## src/rtl/flow_pkg.sv

```systemverilog
package flow_pkg;
  localparam int ADDR_W  = 6;
  localparam int CC_W    = 3;
  localparam int OP_W    = 3;
  localparam int INSTR_W = CC_W + OP_W + 3 * ADDR_W;

  typedef enum logic [CC_W-1:0] {
    CC_NEVER  = 3'd0,
    CC_ALWAYS = 3'd1,
    CC_ZERO   = 3'd2,
    CC_NZ     = 3'd3,
    CC_NEG    = 3'd4,
    CC_LE     = 3'd5,
    CC_GE     = 3'd6,
    CC_POS    = 3'd7
  } cc_e;

  typedef struct packed {
    cc_e               cc;
    logic [OP_W-1:0]   op;
    logic [ADDR_W-1:0] dst;
    logic [ADDR_W-1:0] srcj;
    logic [ADDR_W-1:0] srck;
  } instr_t;
endpackage

```

## src/rtl/flow_phase_ctr.sv

```systemverilog
module flow_phase_ctr #(
  parameter int NPH  = 13,
  parameter int PH_W = 4
) (
  input  logic            clk,
  input  logic            rst_n,
  input  logic            start,
  output logic [PH_W-1:0] phase
);
  localparam logic [PH_W-1:0] LAST = PH_W'(NPH - 1);

  always_ff @(posedge clk) begin
    if (!rst_n) begin
      phase <= '0;
    end else if (phase == '0) begin
      if (start) phase <= PH_W'(1);
    end else if (phase == LAST) begin
      phase <= '0;
    end else begin
      phase <= phase + PH_W'(1);
    end
  end
endmodule

```

## src/rtl/flow_cond_eval.sv

```systemverilog
module flow_cond_eval
  import flow_pkg::*;
(
  input  cc_e  cc,
  input  logic zf,
  input  logic nf,
  output logic ok
);
  always_comb begin
    unique case (cc)
      CC_NEVER:  ok = 1'b0;
      CC_ALWAYS: ok = 1'b1;
      CC_ZERO:   ok = zf;
      CC_NZ:     ok = !zf;
      CC_NEG:    ok = nf;
      CC_LE:     ok = nf | zf;
      CC_GE:     ok = !nf;
      CC_POS:    ok = !nf & !zf;
      default:   ok = 1'b0;
    endcase
  end
endmodule

```

## src/rtl/flow_label_cmp.sv

```systemverilog
module flow_label_cmp #(
  parameter int LBL_W = 8
) (
  input  logic             has_label,
  input  logic [LBL_W-1:0] label,
  input  logic [LBL_W-1:0] target,
  output logic             hit
);
  assign hit = has_label && (label == target);
endmodule

```

## src/rtl/flow_seq.sv

```systemverilog
module flow_seq
  import flow_pkg::*;
#(
  parameter int DATA_W = 8,
  parameter logic [ADDR_W-1:0] JUMP_ADDR = 6'd32,
  localparam int BIT_W = $clog2(DATA_W),
  localparam int NPH   = DATA_W + 5,
  localparam int PH_W  = $clog2(NPH)
) (
  input  logic               clk,
  input  logic               rst_n,
  input  logic               instr_valid,
  output logic               instr_ready,
  input  logic [INSTR_W-1:0] instr_word,
  input  logic               instr_has_label,
  input  logic [DATA_W-1:0]  instr_label,
  output logic [ADDR_W-1:0]  mem_addr,
  output logic               mem_rd_en,
  input  logic [DATA_W-1:0]  mem_rdata,
  output logic               mem_wr_en,
  output logic [DATA_W-1:0]  mem_wdata,
  output logic [OP_W-1:0]    alu_op,
  output logic [DATA_W-1:0]  alu_a,
  output logic [DATA_W-1:0]  alu_b,
  output logic               alu_step,
  output logic [BIT_W-1:0]   alu_bit,
  input  logic [DATA_W-1:0]  alu_result,
  input  logic               halt,
  input  logic               step,
  output logic               flag_zero,
  output logic               flag_neg,
  output logic [PH_W-1:0]    phase_o
);
  localparam logic [PH_W-1:0] PH_FETCH = '0;
  localparam logic [PH_W-1:0] PH_RDJ   = PH_W'(1);
  localparam logic [PH_W-1:0] PH_RDK   = PH_W'(2);
  localparam logic [PH_W-1:0] PH_ALU0  = PH_W'(3);
  localparam logic [PH_W-1:0] PH_ALUN  = PH_W'(3 + DATA_W - 1);
  localparam logic [PH_W-1:0] PH_WB    = PH_W'(3 + DATA_W);

  instr_t              ir;
  logic                taken;
  logic                seeking;
  logic [DATA_W-1:0]   seek_tgt;
  logic                credit;
  logic [DATA_W-1:0]   res_q;
  logic                hit;
  logic                cond_now;
  logic                allow;
  logic                accept;
  logic                launch;
  logic [PH_W-1:0]     phase;
  instr_t              in_w;

  assign in_w = instr_t'(instr_word);

  flow_label_cmp #(.LBL_W(DATA_W)) u_cmp (
    .has_label (instr_has_label),
    .label     (instr_label),
    .target    (seek_tgt),
    .hit       (hit)
  );

  flow_cond_eval u_cond (
    .cc (in_w.cc),
    .zf (flag_zero),
    .nf (flag_neg),
    .ok (cond_now)
  );

  assign allow       = !halt || credit;
  assign instr_ready = (phase == PH_FETCH) && (seeking ? (!hit || allow) : allow);
  assign accept      = instr_valid && instr_ready;
  assign launch      = accept && (!seeking || hit);

  flow_phase_ctr #(.NPH(NPH), .PH_W(PH_W)) u_ph (
    .clk   (clk),
    .rst_n (rst_n),
    .start (launch),
    .phase (phase)
  );

  always_ff @(posedge clk) begin
    if (!rst_n) begin
      ir        <= '0;
      taken     <= 1'b0;
      seeking   <= 1'b0;
      seek_tgt  <= '0;
      credit    <= 1'b0;
      alu_a     <= '0;
      alu_b     <= '0;
      res_q     <= '0;
      flag_zero <= 1'b0;
      flag_neg  <= 1'b0;
    end else begin
      if (halt && step)  credit <= 1'b1;
      else if (launch)   credit <= 1'b0;

      if (launch) begin
        ir      <= in_w;
        taken   <= cond_now;
        seeking <= 1'b0;
      end

      if (phase == PH_RDJ) alu_a <= mem_rdata;
      if (phase == PH_RDK) alu_b <= mem_rdata;
      if (phase == PH_ALUN) res_q <= alu_result;

      if (phase == PH_WB && taken) begin
        flag_zero <= (res_q == '0);
        flag_neg  <= res_q[DATA_W-1];
        if (ir.dst == JUMP_ADDR) begin
          seeking  <= 1'b1;
          seek_tgt <= res_q;
        end
      end
    end
  end

  always_comb begin
    mem_addr  = '0;
    mem_rd_en = 1'b0;
    unique case (phase)
      PH_RDJ: begin mem_addr = ir.srcj; mem_rd_en = 1'b1; end
      PH_RDK: begin mem_addr = ir.srck; mem_rd_en = 1'b1; end
      PH_WB:  mem_addr = ir.dst;
      default: ;
    endcase
  end

  assign mem_wr_en = (phase == PH_WB) && taken && !ir.dst[ADDR_W-1];
  assign mem_wdata = res_q;
  assign alu_op    = ir.op;
  assign alu_step  = (phase >= PH_ALU0) && (phase <= PH_ALUN);
  assign alu_bit   = BIT_W'(phase - PH_ALU0);
  assign phase_o   = phase;
endmodule

```

## config.mk

```make
export PLATFORM = sky130hd
export DESIGN_NAME = flow_seq
export DESIGN_NICKNAME = d
export VERILOG_FILES = /design/src/rtl/flow_pkg.sv /design/src/rtl/flow_phase_ctr.sv /design/src/rtl/flow_cond_eval.sv /design/src/rtl/flow_label_cmp.sv /design/src/rtl/flow_seq.sv
export SDC_FILE = /design/constraint.sdc
export NUM_CORES = 1
export LEC_CHECK = 0
export BUFFER_PORTS_ARGS = -buffer_cell sky130_fd_sc_hd__buf_4
export CELL_PAD_IN_SITES_DETAIL_PLACEMENT = 1
export CELL_PAD_IN_SITES_GLOBAL_PLACEMENT = 1
export CORE_MARGIN = 10
export CORE_UTILIZATION = 38
export CTS_BUF_LIST = sky130_fd_sc_hd__clkbuf_4 sky130_fd_sc_hd__clkbuf_8
export CTS_CLUSTER_SIZE = 12
export DETAILED_ROUTE_END_ITERATION = 8
export PLACE_DENSITY_LB_ADDON = 0.1
export SYNTH_ARGS = -nofsm -noshare
export SYNTH_HDL_FRONTEND = slang
export SYNTH_SLANG_ARGS = --single-unit
```

## constraint.sdc

```tcl
create_clock -name clk -period 2.1 [get_ports clk]
set_input_delay 0.105 -clock clk [delete_from_list [all_inputs] [get_ports clk]]
set_output_delay 0.105 -clock clk [all_outputs]
set_load 0.02 [all_outputs]
```

==> metrics.cfg, run 1 <==
[pwr]
swShare_pct = 34.1
p_clk_share_pct = 29.5
p_per_area_mw_per_mm2 = 1000
internal-power_uw = 2620
ir_drop_mv = 0.363
p_leak_uw = 0.00179
p_sw_uw = 1360
seqPwrFrac_pct = 36.2
p_comb_share_pct = 34.4

[sta]
relSlewSlack_pct = 64.7
finalSetupTns_ns = 0
finClkSkew_ns = 0.00892
rsz0062_at_grt = no
setup_slack_ns = 0.171
slew_violations = 0
fmax_mhz = 518
final_hold_viol_count = 0
fin_hold_ws_ns = 0.0222
post-route-period-util_pct = 91.9
final-setup-viol-count = 0
min_period_ns = 1.93
tightest_slew_ns = 0.525

[global_route]
grt_use_met2_pct = 26.5
grt_use_met3_pct = 6.11
grt_most_used_layer = met2
overflow = 0
first_global_vias = 2884
gr-usage-met1_pct = 16.8
antenna_found_initial = 0
grt_first_pass_wirelength_um = 14200
grt_max_degree = 47
grt_use_total_pct = 15.2

[logic_synthesis]
yosys_warnings = 0
mappedNetlistNets = 387
synth.top_cell.area_share_pct = 43.0
ys_seq_elements = 62
yosysMostFrequentCell = nand2_1
seq_area_frac_synth_pct = 43.0
synth.area.top_cells = dfxtp_1, mux2i_1, nand2_1, a21boi_0, nor2b_1
synthFlopType = dfxtp_1
syn_area_per_cell_um2 = 8.77
syn_inst = 329
synth_cell_types = 38
yosys-top-cells-count = nand2_1, dfxtp_1, mux2i_1
synth_area_leader_cell = dfxtp_1
synth_area_mm2 = 0.00289
synth_edf_count = 0
async_flop_share_pct = 0

[floorplanning]
dieArea_mm2 = 0.0115
fp.coreArea_mm2 = 0.00733
rows = 31
dieHeight_um = 107
io-pin-count = 100
die_x_um = 107
start_util_pct = 39.4

[finish]
n_antenna_cell = 0
synthToLayoutAreaGrowth_pct = 37.2
fin_nets = 487
drive_above_1_share_pct = 30.6

[route]
viasPerCell = 4.89
drtIter0Drc = 52
antenna_left = 0
detail_route.wl_per_cell_um = 16.2
drc = 0
firstDrtPassIters = 4
drt-total-wl_um = 8620
num_vias = 2608

[clocking]
cts_setup_buffers = 0
cts_tree = yes
cts_hold_buffers = 0
clockBufferDepth = 2
numCtsBuffers = 9
cts.sinks = 62
insertion_delay_ns = 0.33
clkSlewWorstSetupHoldPaths_ns = 0.07
clockRootBuffer = clkbuf_8
cts-resized-gates = 0
htreeDepth = 3

[run_status]
status = completed

[critical_path]
critPathCaptureType = output pin
critical_path_required_ns = 2.00
worstPathArrival_ns = 1.82
path_class = reg2out
crit_fanout = 14
startpoint_type = flip-flop

[placement]
io_buffers = 99
hpwl_um = 6600
gp_congestion = 0.755
dp_slack_ns = 0.262

[min_path]
hold_class = in2reg

[job]
drv_cap = 0

## stage by stage
step	cells	area [µm²]	total power (µW)	utilization (%)
after floorplan	329	2890	2280	-
after global placement	517	3730	2810	50.9
after detailed placement	517	3730	2850	50.9
after CTS	533	3960	4030	54.0
after global routing	533	3960	4220	54.0
final	533	3960	3980	54.0
## cells in the final DEF (no fill, tap or decap), types with 2 or more instances in the layout
cell type | netlist | final
buf_4 | 4 | 109
nand4_1 | 2 | 2
xnor2_1 | 9 | 9
dfxtp_1 | 62 | 61
nor3_1 | 2 | 2
and2_0 | 2 | 2
bufinv_16 | 0 | 2
o21ai_0 | 3 | 3
nand3_1 | 3 | 3
clkbuf_8 | 0 | 10
a31oi_1 | 2 | 2
clkbuf_4 | 0 | 2
nor4_1 | 3 | 3
a22oi_1 | 7 | 7
inv_1 | 5 | 5
o221a_2 | 2 | 2
o31ai_1 | 2 | 2
clkinv_2 | 0 | 2
mux2i_1 | 39 | 39
nand2b_1 | 2 | 2
ha_1 | 4 | 4
nand2_1 | 103 | 103
nor2b_1 | 16 | 16
nor2_1 | 3 | 2
a21boi_0 | 18 | 18
a21oi_1 | 6 | 6
## critical path, cell delays in order, from the launching register on
cell     delay [ns]
dfxtp_2        0.38
inv_1          0.10
ha_1           0.20
and2_0         0.13
buf_4          0.19
a22oi_1        0.26
nand2_1        0.08
buf_4          0.16
## sequential cells by signal, indices dropped and copies added (netlist names)
register / cells
flag_zero: 1
mem_wdata: 8
alu_op: 3
seek_tgt: 8
alu_b: 8
u_ph.phase: 4
alu_a: 8
credit: 1
taken: 1
seeking: 1
flag_neg: 1
ir: 18
## kinds of logic after synthesis
kind of cell / after synthesis / share of synthesized area (%)
and+or+nand+nor: 144 / 22.9
DFF: 62 / 43.0
AOI/OAI and AO/OA: 45 / 11.5
muxes: 39 / 13.5
buffers and inverters: 26 / 4.64
xor gates and xnor gates: 9 / 2.73
adders and majority gates: 4 / 1.73
## per-layer routing
layer | routed length [µm] | part of all wire [%]
met1 | 3640 | 42
met2 | 4300 | 50
met3 | 607 | 7.0
met4 | 66 | 0.77
met5 | 0 | 0
## power by group through the flow
stage	sequential [µW]	combinational (µW)	clock (µW)
floorplan	1550	729	0
global placement	1450	1360	0
detailed placement	1460	1390	0
CTS	1440	1400	1200
global route	1460	1500	1260
finish	1440	1370	1170
## final timing paths
check	start	endpoint	slack (ns)	cells after the start
worst min-delay path	instr_word[9]	ir[9]	0.02	3
worst min register to register	ir[5]	ir[5]	0.46	2
worst max-delay path	u_ph.phase[1]	mem_addr[4]	0.17	7
worst max register to register	seek_tgt[7]	alu_op[1]	0.22	6
## layout make-up
class	instances	area [µm²]
fill	884	3370
multi-input combinational	241	1510
sequential	62	1240
timing repair buffer	110	838
clock buffer	12	153
tap	99	124
clock inverter	4	70.1
inverter	5	18.8
(Power assumes the default switching activity.)
==> run 2, diff against run 1 <==
--- a/config.mk
+++ b/config.mk
@@ -9,11 +9,13 @@
 export CELL_PAD_IN_SITES_DETAIL_PLACEMENT = 1
 export CELL_PAD_IN_SITES_GLOBAL_PLACEMENT = 1
 export CORE_MARGIN = 10
-export CORE_UTILIZATION = 38
+export CORE_UTILIZATION = 34
 export CTS_BUF_LIST = sky130_fd_sc_hd__clkbuf_4 sky130_fd_sc_hd__clkbuf_8
 export CTS_CLUSTER_SIZE = 12
 export DETAILED_ROUTE_END_ITERATION = 8
+export GPL_TIMING_DRIVEN = 0
 export PLACE_DENSITY_LB_ADDON = 0.1
+export SETUP_SLACK_MARGIN = 0.4
 export SYNTH_ARGS = -nofsm -noshare
 export SYNTH_HDL_FRONTEND = slang
 export SYNTH_SLANG_ARGS = --single-unit
==> constraint.sdc (replaced) <==
create_clock -name clk -period 1.75 [get_ports clk]
set_input_delay 0.0875 -clock clk [delete_from_list [all_inputs] [get_ports clk]]
set_output_delay 0.0875 -clock clk [all_outputs]
set_load 0.02 [all_outputs]
==> run 2 against run 1 <==
The run now ends with setup timing left. Non-clock buffer count rose by 60. Via count rose by 13%. Utilization rose by 6.1 points. Clock power rose by 22%. Setup slack got worse by 0.23 ns. Combinational power rose by 99%. Critical path depth rose by 1. Sequential power rose by 24%.
==> metrics.cfg, run 2 (synthesized netlist as in run 1, its figures left out) <==
[global_route]
grt_use_met3_pct = 4.47  ; -1.6 points
grt_first_pass_wirelength_um = 16100  ; +14%
overflow = 0  ; unchanged
gr-usage-met1_pct = 18.0  ; +1.2 points
first_global_vias = 3150  ; +9.2%
grt_use_total_pct = 15.4  ; +0.19 points
grt_use_met2_pct = 26.5  ; about the same
antenna_found_initial = 0  ; unchanged
grt_most_used_layer = met2
grt_max_degree = 11  ; -77%

[route]
antenna_left = 0  ; unchanged
num_vias = 2945  ; +13%
firstDrtPassIters = 4  ; unchanged
drt-total-wl_um = 10500  ; +21%
viasPerCell = 4.92  ; +0.65%
drtIter0Drc = 67  ; +29%
drc = 0  ; unchanged
detail_route.wl_per_cell_um = 17.5  ; +8.2%

[finish]
drive_above_1_share_pct = 48.7  ; +18 points
finalNonFillerCells = 598  ; +12%
synthToLayoutAreaGrowth_pct = 72.1
largest_reg_flops = 18  ; unchanged
n_antenna_cell = 0  ; unchanged
layout_common_cells = buf_4, nand2_1, dfxtp_1
largest-register = ir
layout_commonest_cell = buf_4
fin_nets = 547  ; +12%

[placement]
hpwl_um = 6860  ; +4.0%
io_buffers = 98  ; -1.0%
dp.cells = 532  ; +2.9%
gp_congestion = 0.760  ; +0.74%

[sta]
post-route-period-util_pct = 103
final-setup-viol-count = 25  ; +25
relSlewSlack_pct = 61.4  ; -3.3 points
final_hold_viol_count = 0  ; unchanged
slew_violations = 0  ; unchanged
tightest_slew_ns = 0.579  ; +0.0545 ns
min_period_ns = 1.81
fmax_mhz = 552
setup_slack_ns = -0.0609  ; -0.232 ns
rsz0062_at_grt = yes
finClkSkew_ns = 0.00787  ; -0.00105 ns
fin_hold_ws_ns = 0.0142  ; -0.00795 ns
finalSetupTns_ns = -0.791  ; -0.791 ns

[floorplanning]
start_util_pct = 35.0  ; -4.4 points
die_x_um = 112  ; +4.7%
dieHeight_um = 112  ; +4.7%
fp.coreArea_mm2 = 0.00826  ; +13%
dieArea_mm2 = 0.0126  ; +9.5%
io-pin-count = 100  ; unchanged
rows = 33  ; +6.5%

[critical_path]
crit_fanout = 4  ; -10
worstPathArrival_ns = 1.72  ; -0.10 ns
critical_path_required_ns = 1.66  ; -0.34 ns
path_class = reg2out
timing.rr.start = u_ph.phase[1]
r2r_slack_ns = -0.05  ; -0.27 ns
critPathCaptureType = output pin
reg2reg_to = seek_tgt[6]
startpoint_type = flip-flop
r2r_cells = 9  ; +3

[clocking]
clockBufferDepth = 2  ; unchanged
cts.sinks = 62  ; unchanged
htreeDepth = 3  ; unchanged
clkSlewWorstSetupHoldPaths_ns = 0.07  ; about the same
numCtsBuffers = 9  ; unchanged
insertion_delay_ns = 0.33  ; about the same
clockRootBuffer = clkbuf_8
cts_tree = yes

[pwr]
ir_drop_mv = 0.409  ; +13%
p_per_area_mw_per_mm2 = 1200  ; +19%
p_leak_uw = 0.00217  ; +21%

[run_status]
status = finished, violations left
failed_checks = setup timing

[min_path]
hold_depth = 3  ; unchanged
min_to = alu_op[2]
holdCritStartpoint = instr_word[20]
hold_class = in2reg

[job]
drv_cap = 0  ; unchanged

## run 2: changes by cell type in the layout (fill, tap and decap cells not counted), sizes merged
cell / change
clkbuf: +8
clkinvlp: +1
dlygate4sd3: +9
inv: -1
buf: +42
## run 2: stage by stage
stage,total power [µW],instance area [µm²],utilization [%],worst slack [ns]
after floorplan,2830,2960,-,0.165
after global placement,3470,3820,46.3,-0.0114
after detailed placement,3510,3820,46.3,-0.0642
after CTS,5540,4620,55.9,-0.0594
after global routing,6260,4970,60.2,-0.111
final,5940,4970,60.2,-0.0609
## run 2: worst max path at each step
| stage | slack, ns | cells after the start | startpoint | endpoint |
|---|---|---|---|---|
| floorplan | 0.16 | 8 | u_ph.phase[0] | seeking |
| global placement | -0.01 | 7 | u_ph.phase[3] | mem_addr[1] |
| detailed placement | -0.06 | 6 | seek_tgt[3] | alu_op[0] |
| CTS | -0.06 | 7 | u_ph.phase[1] | mem_addr[0] |
| global route | -0.11 | 7 | u_ph.phase[1] | mem_addr[4] |
| finish | -0.06 | 8 | u_ph.phase[1] | alu_step |
## run 2: cell type report
type	count	area, µm²
clock inverter	4	70.1
timing repair buffer	149	1300
multi-input combinational	241	1870
sequential	62	1260
tap	105	131
buffer	21	169
fill	953	3290
clock buffer	11	151
inverter	5	22.5
## run 2: report_power, final
group	switching (µW)	internal (µW)	leakage, µW
logic	1350	1370	0.00155
clock network	567	868	0.000115
registers	169	1610	0.000509
## run 2: repair_timing
item	in CTS	in global routing
gates resized for setup	72	64
hold endpoints to repair	9	0
gates cloned	3	0
buffers inserted	25	14
setup endpoints to repair	70	71
pin swaps	16	40
hold buffers	9	0
## run 2: metal layers
layer  share of wire (%)  wire, µm
met5                   0         0
met4                 2.0       206
met3                 5.5       572
met2                  50      5270
met1                  42      4400
## run 2: worst max-delay path, cell delays in order (launching register included)
cell	delay, ns
dfxtp_4	0.37
buf_6	0.13
ha_4	0.15
buf_4	0.12
buf_6	0.10
buf_6	0.12
nor3_2	0.18
a21oi_1	0.06
buf_4	0.16
==> run 3, diff against run 2 <==
--- a/config.mk
+++ b/config.mk
@@ -8,13 +8,13 @@
 export BUFFER_PORTS_ARGS = -buffer_cell sky130_fd_sc_hd__buf_4
 export CELL_PAD_IN_SITES_DETAIL_PLACEMENT = 1
 export CELL_PAD_IN_SITES_GLOBAL_PLACEMENT = 1
-export CORE_MARGIN = 10
 export CORE_UTILIZATION = 34
 export CTS_BUF_LIST = sky130_fd_sc_hd__clkbuf_4 sky130_fd_sc_hd__clkbuf_8
 export CTS_CLUSTER_SIZE = 12
 export DETAILED_ROUTE_END_ITERATION = 8
 export GPL_TIMING_DRIVEN = 0
 export PLACE_DENSITY_LB_ADDON = 0.1
+export RECOVER_POWER = 25
 export SETUP_SLACK_MARGIN = 0.4
 export SYNTH_ARGS = -nofsm -noshare
 export SYNTH_HDL_FRONTEND = slang
==> run 3 against run 2 <==
The run still ends with setup timing left. Setup slack got worse by 0.0053 ns. Critical path depth down 1. Final area fell by 4.2%. Critical endpoint is now mem_addr[5]. Largest cell class unchanged. Largest power group unchanged.
==> metrics.cfg, run 3 (synthesized netlist as in run 1, its figures left out) <==
[run_status]
status = finished, violations left
failed_checks = setup timing

[floorplanning]
die_x_um = 94.1  ; -16%
rows = 33  ; unchanged
dieArea_mm2 = 0.00886  ; -30%
start_util_pct = 35.1  ; +0.18 points
fp.coreArea_mm2 = 0.00822  ; -0.50%
io-pin-count = 100  ; unchanged
dieHeight_um = 94.1  ; -16%

[clocking]
cts.sinks = 62  ; unchanged
cts_tree = yes
htreeDepth = 3  ; unchanged
numCtsBuffers = 9  ; unchanged
insertion_delay_ns = 0.34  ; about the same
clkSlewWorstSetupHoldPaths_ns = 0.08  ; about the same
clockRootBuffer = clkbuf_8
clockBufferDepth = 2  ; unchanged

[finish]
seqCellArea_mm2 = 0.00126  ; about the same
multi_input_area_mm2 = 0.00176  ; -5.8%
drive_above_1_share_pct = 43.3  ; -5.4 points
layout_common_cells = buf_4, nand2_1, dfxtp_1
layout_commonest_cell = buf_4
finalNonFillerCells = 592  ; -1.0%
fin_nets = 540  ; -1.3%
largest_reg_flops = 18  ; unchanged
largest-register = ir
n_fill_cell = 952  ; -0.10%
n_antenna_cell = 0  ; unchanged
synthToLayoutAreaGrowth_pct = 64.9

[critical_path]
crit_fanout = 5  ; +1
critPathCaptureType = output pin
critical_path_required_ns = 1.66  ; about the same
worstPathArrival_ns = 1.73  ; about the same
path_class = reg2out
startpoint_type = flip-flop

[sta]
relSlewSlack_pct = 50.2  ; -11 points
fmax_mhz = 551  ; -0.29%
post-route-period-util_pct = 104  ; +0.30 points
tightest_slew_ns = 0.740  ; +0.161 ns
setup_slack_ns = -0.0662  ; -0.00530 ns
finalSetupTns_ns = -0.796  ; -0.00478 ns
min_period_ns = 1.82  ; +0.00530 ns
rsz0062_at_grt = yes
finClkSkew_ns = 0.00959  ; +0.00172 ns
slew_violations = 0  ; unchanged
final_hold_viol_count = 0  ; unchanged
final-setup-viol-count = 29  ; +16%

[route]
drt-total-wl_um = 9380  ; -10%
antenna_left = 0  ; unchanged
viasPerCell = 4.94  ; +0.40%
drc = 0  ; unchanged
firstDrtPassIters = 4  ; unchanged
num_vias = 2927  ; -0.61%
detail_route.wl_per_cell_um = 15.8  ; -9.4%
drtIter0Drc = 43  ; -36%

[placement]
hpwl_um = 5940  ; -13%
gp_congestion = 0.738  ; -3.0%
dp.cells = 532  ; unchanged
io_buffers = 98  ; unchanged

[pwr]
p_leak_uw = 0.00205  ; -5.6%
ir_drop_mv = 0.576  ; +41%
p_per_area_mw_per_mm2 = 1160  ; -2.6%

[global_route]
grt_max_degree = 12  ; +1
grt_first_pass_wirelength_um = 14100  ; -12%
antenna_found_initial = 0  ; unchanged
overflow = 0  ; unchanged
grt_use_total_pct = 21.0  ; +5.5 points
first_global_vias = 2885  ; -8.4%

[job]
drv_cap = 0  ; unchanged

[min_path]
hold_class = in2reg

[run 3: layout make-up]
| cell class | instances | area share [%] |
|---|---|---|
| multi-input cells | 241 | 36.9 |
| flip-flops and latches | 62 | 26.4 |
| repair buffers | 142 | 25.6 |
| plain buffers | 21 | 3.50 |
| clock buffers | 11 | 3.05 |
| well taps | 105 | 2.76 |
| clock inverters | 5 | 1.24 |
| inverters | 5 | 0.473 |
[run 3: repair_timing]
action,in CTS,in global routing
hold buffers,11,2
endpoints found under the setup margin,70,61
hold endpoints to repair,11,2
cloned,3,1
resized for setup,54,36
setup buffers,23,4
pin swaps,17,16
[run 3: path summary, 6_finish.rpt]
kind	from	to	slack, ns	depth (start not counted)
hold / removal	mem_rdata[6]	alu_a[6]	0.01	3
hold reg to reg	ir[2]	ir[2]	0.46	2
setup reg to reg	seek_tgt[5]	ir[7]	-0.06	7
setup / recovery	u_ph.phase[1]	mem_addr[5]	-0.07	7
[run 3: worst max-delay path: stages, from the launching register on]
cell	delay [ns]
dfxtp_4	0.37
buf_6	0.12
ha_4	0.15
and3b_2	0.22
buf_6	0.14
a22oi_2	0.15
nand2_2	0.09
buf_6	0.13
[run 3: routing by layer]
layer / GRT usage, % / part of all wire (%) / vias to the layer above / wire (µm)
met5: 0 / 0 / - / 0
met4: 6.28 / 1.1 / 0 / 99
met3: 5.99 / 4.6 / 10 / 434
met2: 37.6 / 52 / 83 / 4900
met1: 23.8 / 42 / 1413 / 3950
li1: - / - / 1421 / -
[run 3: through the flow]
stage               power (µW)  utilization, %  setup WS [ns]  area (µm²)  hold slack [ns]
floorplan                 2830               -          0.165        2960            0.230
CTS                       5290            55.3        -0.0749        4540          0.00266
detailed placement        3470            46.5       -0.00828        3820            0.349
global route              5810            57.9         -0.130        4760         0.000177
finish                    5540            57.9        -0.0662        4760           0.0101
global placement          3430            46.5         0.0109        3820            0.339
[run 3: power by group]
part	switching, µW	internal (µW)
sequential	163	1610
clock	594	713
combinational	1220	1240
